===== src/rtl/qclk_pkg.sv =====
package qclk_pkg;

  // Quarter phases in bus order; the order is behaviour (Q leads E).
  typedef enum logic [1:0] {
    QP_LEAD  = 2'd0,  // E=0 Q=0
    QP_QRISE = 2'd1,  // E=0 Q=1
    QP_EHIGH = 2'd2,  // E=1 Q=1, repeated while ready is low
    QP_ETAIL = 2'd3   // E=1 Q=0, always exactly one quarter
  } qphase_t;

  function automatic logic e_level(qphase_t ph);
    return (ph == QP_EHIGH) || (ph == QP_ETAIL);
  endfunction

  function automatic logic q_level(qphase_t ph);
    return (ph == QP_QRISE) || (ph == QP_EHIGH);
  endfunction

  // Next quarter; hold_n low keeps the sequence in the E-high quarter.
  function automatic qphase_t phase_after(qphase_t ph, logic hold_n);
    qphase_t nx;
    case (ph)
      QP_LEAD:  nx = QP_QRISE;
      QP_QRISE: nx = QP_EHIGH;
      QP_EHIGH: nx = hold_n ? QP_ETAIL : QP_EHIGH;
      default:  nx = QP_LEAD;
    endcase
    return nx;
  endfunction

  // Timer step: load has priority, otherwise count down to zero.
  function automatic logic [15:0] timer_step(logic [15:0] cur, logic load,
                                             logic [15:0] val);
    logic [15:0] nx;
    if (load)            nx = val;
    else if (cur != '0)  nx = cur - 16'd1;
    else                 nx = cur;
    return nx;
  endfunction

endpackage


===== src/rtl/qclk_seq.sv =====
module qclk_seq
  import qclk_pkg::*;
(
  input  logic    clk,
  input  logic    rst,
  input  logic    rdy_any_n,
  output qphase_t phase,
  output logic    e_clk,
  output logic    q_clk,
  output logic    e_start
);

  qphase_t phase_nx;

  always_comb phase_nx = phase_after(phase, rdy_any_n);

  // E rises at the boundary that ends the Q-rise quarter.
  assign e_start = (phase == QP_QRISE);

  always_ff @(posedge clk) begin
    if (rst) begin
      phase <= QP_LEAD;
      e_clk <= 1'b0;
      q_clk <= 1'b0;
    end else begin
      phase <= phase_nx;
      e_clk <= e_level(phase_nx);
      q_clk <= q_level(phase_nx);
    end
  end

endmodule


===== src/rtl/qclk_req_timer.sv =====
module qclk_req_timer #(
  parameter int CNT_W = 4
) (
  input  logic             clk,
  input  logic             rst,
  input  logic             load,
  input  logic [CNT_W-1:0] load_val,
  output logic             rdy_n,
  output logic             busy
);

  logic [CNT_W-1:0] cnt;
  logic [15:0]      step_nx;

  always_comb step_nx = qclk_pkg::timer_step(16'(cnt), load, 16'(load_val));

  always_ff @(posedge clk) begin
    if (rst) cnt <= '0;
    else     cnt <= step_nx[CNT_W-1:0];
  end

  assign busy  = (cnt != '0);
  assign rdy_n = ~busy;

endmodule


===== src/rtl/qclk_stretch.sv =====
module qclk_stretch
  import qclk_pkg::*;
#(
  parameter int CNT_W = 4
) (
  input  logic             clk,
  input  logic             rst,
  input  logic             ext_rdy_n,
  input  logic             slow_mode,
  input  logic             slow_io_sel,
  input  logic             disk_sel,
  input  logic [CNT_W-1:0] slow_quarters,
  input  logic [CNT_W-1:0] disk_quarters,
  output logic             e_clk,
  output logic             q_clk,
  output logic             mrdy_n
);

  localparam int NREQ = 2;  // 0: slow I/O, 1: disk controller

  qphase_t          phase;
  logic             e_start;
  logic             rdy_any_n;
  logic [NREQ-1:0]  req_qual;
  logic [NREQ-1:0]  req_load;
  logic [NREQ-1:0]  req_rdy_n;
  logic [NREQ-1:0]  req_busy;
  logic [CNT_W-1:0] req_val [NREQ];

  assign req_qual[0] = slow_mode & slow_io_sel;
  assign req_qual[1] = disk_sel;
  assign req_val[0]  = slow_quarters;
  assign req_val[1]  = disk_quarters;

  generate
    for (genvar i = 0; i < NREQ; i++) begin : g_req
      assign req_load[i] = e_start & req_qual[i];
      qclk_req_timer #(.CNT_W(CNT_W)) u_tmr (
        .clk      (clk),
        .rst      (rst),
        .load     (req_load[i]),
        .load_val (req_val[i]),
        .rdy_n    (req_rdy_n[i]),
        .busy     (req_busy[i])
      );
    end
  endgenerate

  // Wired-AND of the requesters on the bus line, then with outside devices.
  assign mrdy_n    = &req_rdy_n;
  assign rdy_any_n = mrdy_n & ext_rdy_n;

  qclk_seq u_seq (
    .clk       (clk),
    .rst       (rst),
    .rdy_any_n (rdy_any_n),
    .phase     (phase),
    .e_clk     (e_clk),
    .q_clk     (q_clk),
    .e_start   (e_start)
  );

endmodule


===== config.mk =====
export PLATFORM = sky130hd
export DESIGN_NAME = qclk_stretch
export DESIGN_NICKNAME = d
export VERILOG_FILES = /design/src/rtl/qclk_pkg.sv /design/src/rtl/qclk_seq.sv /design/src/rtl/qclk_req_timer.sv /design/src/rtl/qclk_stretch.sv
export SDC_FILE = /design/constraint.sdc
export NUM_CORES = 1
export LEC_CHECK = 0
export ABC_CLOCK_PERIOD_IN_PS = 1950
export BUFFER_PORTS_ARGS = -buffer_cell sky130_fd_sc_hd__buf_2
export CAP_MARGIN = 10
export CORE_MARGIN = 5
export CORE_UTILIZATION = 40
export CTS_BUF_LIST = sky130_fd_sc_hd__clkbuf_8
export CTS_CLUSTER_DIAMETER = 40
export DETAILED_ROUTE_END_ITERATION = 12
export SKIP_LAST_GASP = 1
export SLEW_MARGIN = 40
export SYNTH_ARGS = -nofsm -noshare
export SYNTH_HDL_FRONTEND = slang
export SYNTH_SLANG_ARGS = --single-unit

===== constraint.sdc =====
create_clock -name clk -period 1.95 [get_ports clk]
set_input_delay 0.195 -clock clk [delete_from_list [all_inputs] [get_ports clk]]
set_output_delay 0.195 -clock clk [all_outputs]
set_load 0.01 [all_outputs]

==> metrics.txt, run 1 <==
outcome=finished clean; grt ovf=0; P per Cell Area=about 1700 nW/um2; NumNets Final=roughly 120; syn_area_per_cell=~8.4 um2; post-synthesis compound-gate area fraction=0.135; first-pass GRT wire length=2330 um; DRT iter0 DRCs=3; total track usage=0.119; DP HPWL=between 1000 and 1500 um; Post-synth EDFFs=0; Post-synth ARST share=0; fin crit share=0.917; Antenna Nets Post-Route=0; Num Clock Sinks=11; Port-buffer cells=16; clk slew on worst S/H paths=around 0.050 ns; share of layout cells above drive strength 1=0.258; Die X=between 40 and 50 um; CTS max path bufs=2; commonest cells in the netlist=dfxtp_1, a21oi_1, ha_1; wire per inst=11.4 um; Post-Synth XOR/XNOR Area=0.0562; Worst Path Required=approximately 2.1 ns; CP Class=flop to flop; cells after synthesis=74; post-synthesis simple-gate area fraction=0.217; post-layout util=0.518; clock latency on the worst-skew pair=between 0.2 and 0.25 ns; crit path DAT=1.95 ns; clk_skew=~0.0065 ns; vias in the first global route=a little under 600; core area=1490 um2; Mapped Area=623 um2; Tmin final=1.79 ns; register area share after synthesis=0.353; Post-Syn Nets=between 90 and 100; IO Pins=17; top-area cell type share of the netlist area=0.353; antenna diode count=0; die area=2450 um2; Synth area leader=dfxtp_1; Inserted Clock Buffers=3; most common cell in the synthesized netlist=dfxtp_1; yosys warns=0; Max-cap violations=0; leak pwr=between 0.3 and 0.4 nW; Layout area overhead=23.9%; Final Hold Vio Count=0; number of distinct library cells after synthesis=22; # setup viols final=0; largest net degree at the start of global routing=12; startpoint types=flop; H-tree level count=1; Detailed Routing Iterations Pass 1=2; initial cell density of the core=0.418; FMAX=around 560 MHz; via-per-instance ratio=about 5.0; Max-slew headroom=0.842; Synth Area in Adders=0.161; Placer Congestion=0.738; crit path max fanout=3; mux contribution to synthesized area=0.0161; CTS tree=built; CP Capture Type=flop; synthesis-stage register bit count=11; largest family of logic cells by synthesized area=simple AND/OR/NAND/NOR gates; Core Rows=14; RSZ-0062 raised after global routing=no; Root Driver=clkbuf_8; Synth area leaders=dfxtp_1, ha_1, a21oi_1; Max VDD drop=between 0.6 and 0.7 mV; detailed-route DRC error count=0; chip height=49.5 um; Slew Viols, Final=0; initial antenna violation count=0; Detailed Route WL=1250 um; Synth Flop Type=dfxtp_1; postcts setup bufs=0; worst hold path type=input port to flop; vias=540; worst slew pin tran=0.236 ns; final setup TNS=0 ns
[state kept, by name, summed over array words and instances, names as in the netlist]
name	count
u_seq.e_clk	1
g_req.u_tmr.cnt	8
u_seq.q_clk	1
u_seq.phase	1
[logic make-up (layout without fill, tap and decap cells)]
family	count (synthesis)	in the layout
xor gates and xnor gates	4	4
AOI/OAI and AO/OA	14	14
adders and majority gates	8	8
DFF	11	11
buffers and inverters	10	29
muxes	1	1
and+or+nand+nor	26	26
[layer usage]
metal,global-route usage,wire (um),part of all wire
met4,0.0524,12,0.0096
met2,0.180,569,0.46
met5,0,0,0
met3,0.0361,62,0.050
met1,0.155,603,0.48
[critical path: stages (launching register included)]
cell and delay (ns):
dfxtp_1 0.30, inv_1 0.10, ha_1 0.17, or3b_1 0.38, o31a_1 0.31, or3_1 0.31
a21oi_1 0.15
[stage by stage]
step                      cells  setup WS (ns)  hold slack [ns]  instance area (um2)  total power [mW]
final                       109          0.162            0.203                  772              1.31
after global routing        109         0.0215            0.221                  772              1.45
after CTS                   109          0.121            0.204                  772              1.33
after detailed placement    105          0.151            0.444                  726              1.09
after global placement      105          0.185            0.438                  726              1.08
after floorplan              74          0.143            0.267                  623             0.916
[final timing paths]
path / slack, ns / endpoint / cells past startpoint / startpoint
worst max-delay path: 0.16 / u_seq.q_clk$_SDFF_PP0_ / 6 / g_req[0].u_tmr.cnt[0]$_SDFFE_PP0P_
worst min-delay path: 0.20 / g_req[0].u_tmr.cnt[0]$_SDFFE_PP0P_ / 3 / slow_quarters[0]
worst min register to register: 0.56 / g_req[0].u_tmr.cnt[3]$_SDFFE_PP0P_ / 2 / g_req[0].u_tmr.cnt[3]$_SDFFE_PP0P_
worst max register to register: 0.16 / u_seq.q_clk$_SDFF_PP0_ / 6 / g_req[0].u_tmr.cnt[0]$_SDFFE_PP0P_
[final cells by class]
cell class / count / area (um2)
inverter: 7 / 26.3
fill: 152 / 717
tap: 16 / 20.0
timing repair buffer: 18 / 95.1
clock inverter: 1 / 5.00
sequential: 11 / 220
clock buffer: 3 / 41.3
multi-input combinational: 53 / 364
[layout by cell type (no fill, tap or decap)]
master / instances
o31a_1: 1
nor2b_1: 1
or3b_1: 2
inv_1: 6
clkinv_2: 1
a211oi_1: 2
mux2i_1: 1
inv_2: 1
nor3_1: 3
buf_2: 16
clkbuf_8: 3
buf_4: 2
xor2_1: 2
or3_2: 1
nand4_1: 2
nand3_1: 6
or3_1: 2
xnor2_1: 2
o211ai_1: 2
dfxtp_1: 11
a21oi_1: 8
ha_1: 8
nor2_1: 4
nand2_1: 5
o21ai_0: 1
[what timing repair did]
action | 4_1_cts | 5_1_grt
gates resized for setup | 0 | 1
endpoints found under the setup margin | 0 | 1
hold buffers | 0 | 0
[power breakdown]
| part | internal, mW | total, mW | switching, mW |
|---|---|---|---|
| registers | 0.324 | 0.385 | 0.0608 |
| logic | 0.347 | 0.699 | 0.352 |
| clock network | 0.140 | 0.224 | 0.0841 |
Note: power is estimated with default switching activity, not from simulation.
==> run 2: changes to the inputs <==
--- a/config.mk
+++ b/config.mk
@@ -8,3 +8,2 @@
 export ABC_CLOCK_PERIOD_IN_PS = 1950
-export BUFFER_PORTS_ARGS = -buffer_cell sky130_fd_sc_hd__buf_2
 export CAP_MARGIN = 10
@@ -15,2 +14,3 @@
 export DETAILED_ROUTE_END_ITERATION = 12
+export DONT_BUFFER_PORTS = 1
 export SKIP_LAST_GASP = 1
==> constraint.sdc (replaced) <==
create_clock -name clk -period 1.95 [get_ports clk]
set_input_delay 0.2925 -clock clk [delete_from_list [all_inputs] [get_ports clk]]
set_output_delay 0.2925 -clock clk [all_outputs]
set_load 0.01 [all_outputs]
==> run 2 against run 1 <==
Effect of this change: total power decreased by 2.4%; sequential power increased by 3%; non-clock buffer count decreased by 16; first-iteration DRC count increased by 67%; cell area decreased by 10%; hold slack got worse by 0.087 ns; critical endpoint is now mrdy_n.
==> metrics.txt, run 2 (synthesis results as in run 1) <==
outcome=finished clean; initial antenna violation count=0 (unchanged); max FFs per register=8 (unchanged); worst hold path type=input port to flop; commonest non-fill, non-tap cell in the layout=dfxtp_1; worst setup path endpoint=mrdy_n; NumNets Final=100 (-14%); global-route met3 utilization=0.0723 (+0.0361); Int Pwr=785 uW (-3.3%); slowest stage delay, CP=0.38 ns (about the same); M2 GR Usage=0.187 (+0.00644); H-tree level count=1 (unchanged); total track usage=0.115 (-0.00380); placed cell areas=646 um2 (-11%); Inserted Clock Buffers=3 (unchanged); Reg power frac=0.312 (+0.018); RR Endpoint=u_seq.q_clk$_SDFF_PP0_; Max-cap violations=0 (unchanged); first-pass GRT wire length=2100 um (-9.8%); CP Class=flop to primary output; CP Capture Type=primary output; Biggest register=g_req.u_tmr.cnt; P per Cell Area=1840 nW/um2 (+8.7%); Tmin final=1.83 ns (+0.0463 ns); die area=2450 um2 (unchanged); grt ovf=0 (unchanged); CTS max path bufs=2 (unchanged); # setup viols final=0 (unchanged); IO Pins=17 (unchanged); most frequent cells in the layout=dfxtp_1, inv_1, a21oi_1, ha_1, nand3_1; hold depth=1 (-2); RSZ-0062 raised after global routing=no; Slew Viols, Final=0 (unchanged); Antenna Nets Post-Route=0 (unchanged); cts hold-fix bufs=0 (unchanged); Max VDD drop=0.987 mV (+54%); Die X=49.5 um (unchanged); Clock Power Share=0.176 (+0.005); Gate power share=0.513 (-0.021); switching share of total power=0.386 (+0.00572); core area=1490 um2 (unchanged); fin crit share=0.941 (+0.0237); FMAX=545 MHz (-2.5%); family with the most delay on the worst path=simple AND/OR/NAND/NOR gates; Max-slew headroom=0.832 (-0.00956); DRT iter0 DRCs=5 (+2); Port-buffer cells=0 (-16); final setup TNS=0 ns (unchanged); detailed-route DRC error count=0 (unchanged); Worst Path Required=1.66 ns (-0.45 ns); chip height=49.5 um (unchanged); share of layout cells above drive strength 1=0.0909 (-0.167); post-layout util=0.466 (-0.0529); antenna diode count=0 (unchanged); Detailed Route WL=1250 um (+0.24%); switching pwr=493 uW (-0.89%); GR peak layer=met2; startpoint types=flop; DP HPWL=1000 um (-1.3%); Post-CTS Resized=0 (unchanged); Num Clock Sinks=11 (unchanged); clk_skew=0.000696 ns (-0.00579 ns); Crit path buffers/inverters=2 (+1); WP depth=5 (-1); leak pwr=0.304 nW (-17%); CP Cell Sequence=inv_1 -> ha_1 -> or3b_1 -> buf_4 -> nor2_2; Core Rows=14 (unchanged); flop-to-flop setup slack=0.14 ns (-0.02 ns); Detailed Routing Iterations Pass 1=4 (+2); wire per inst=13.4 um (+17%); vias=509 (-5.7%); Placer Congestion=0.696 (-5.7%); worst slew pin tran=0.251 ns (+0.0150 ns); initial cell density of the core=0.418 (unchanged); Final Cell Area=693 um2 (-10%); Crit-path slowest cell=or3b_1; met1 usage=0.114 (-0.0408); Layout area overhead=11.2%; CTS tree=built; clock latency on the worst-skew pair=0.24 ns (about the same); worst setup path start=g_req[1].u_tmr.cnt[0]$_SDFFE_PP0P_; worst reg2reg path startpoint=g_req[1].u_tmr.cnt[0]$_SDFFE_PP0P_; cells on worst reg2reg path=6 (unchanged); Root Driver=clkbuf_8; crit path max fanout=5 (+2); crit path DAT=1.54 ns (-0.41 ns); largest net degree at the start of global routing=12 (unchanged); postcts setup bufs=0 (unchanged); Final Hold Vio Count=0 (unchanged); via-per-instance ratio=5.47 (+10%); vias in the first global route=513 (-11%); clk slew on worst S/H paths=0.05 ns (about the same)
run 2: changes by cell type in the layout (fill, tap and decap cells not counted), sizes merged:
cell	before	now
buf	18	2
clkinv	1	0
inv	7	8
run 2: metrics by stage:
stage          setup slack [ns]  hold WS [ns]  power [mW]  instances
2_1_floorplan             0.143         0.364       0.916         74
3_3_place_gp              0.183         0.364        1.04         89
3_5_place_dp              0.160         0.365        1.05         89
4_1_cts                  0.0444         0.108        1.29         93
5_1_grt                  0.0343        0.0993        1.41         93
6_report                  0.116         0.116        1.28         93
run 2: worst reg2reg max path, stage by stage, from the launching register on:
cell and delay, ns:
dfxtp_1 0.30, inv_1 0.11, ha_1 0.18, or3b_1 0.38
o31a_1 0.33, or3_1 0.31, a21oi_1 0.14
run 2: worst min-delay path by stage:
stage,startpoint,to,slack (ns)
final,rst,g_req[1].u_tmr.cnt[1]$_SDFFE_PP0P_,0.12
after global routing,rst,u_seq.q_clk$_SDFF_PP0_,0.1
after CTS,rst,g_req[1].u_tmr.cnt[1]$_SDFFE_PP0P_,0.11
after detailed placement,rst,u_seq.q_clk$_SDFF_PP0_,0.37
after global placement,rst,g_req[0].u_tmr.cnt[2]$_SDFFE_PP0P_,0.36
after floorplan,rst,u_seq.e_clk$_SDFF_PP0_,0.36
run 2: cell type report:
cell class / instances / area [um2]
timing repair buffer: 2 / 15.0
clock buffer: 3 / 41.3
sequential: 11 / 220
multi-input combinational: 53 / 367
fill: 154 / 796
inverter: 7 / 26.3
tap: 16 / 20.0
clock inverter: 1 / 3.75
run 2: power groups by stage:
stage | logic [mW] | registers, mW | clock network, mW
2_1_floorplan | 0.532 | 0.384 | 0
3_3_place_gp | 0.640 | 0.400 | 0
3_5_place_dp | 0.647 | 0.403 | 0
4_1_cts | 0.655 | 0.401 | 0.234
5_1_grt | 0.747 | 0.413 | 0.251
6_report | 0.655 | 0.398 | 0.224
run 2: per-layer routing:
layer	vias up	wire length, um
met1	231	498
met5	-	0
met2	13	634
met3	2	102
li1	263	-
met4	0	14
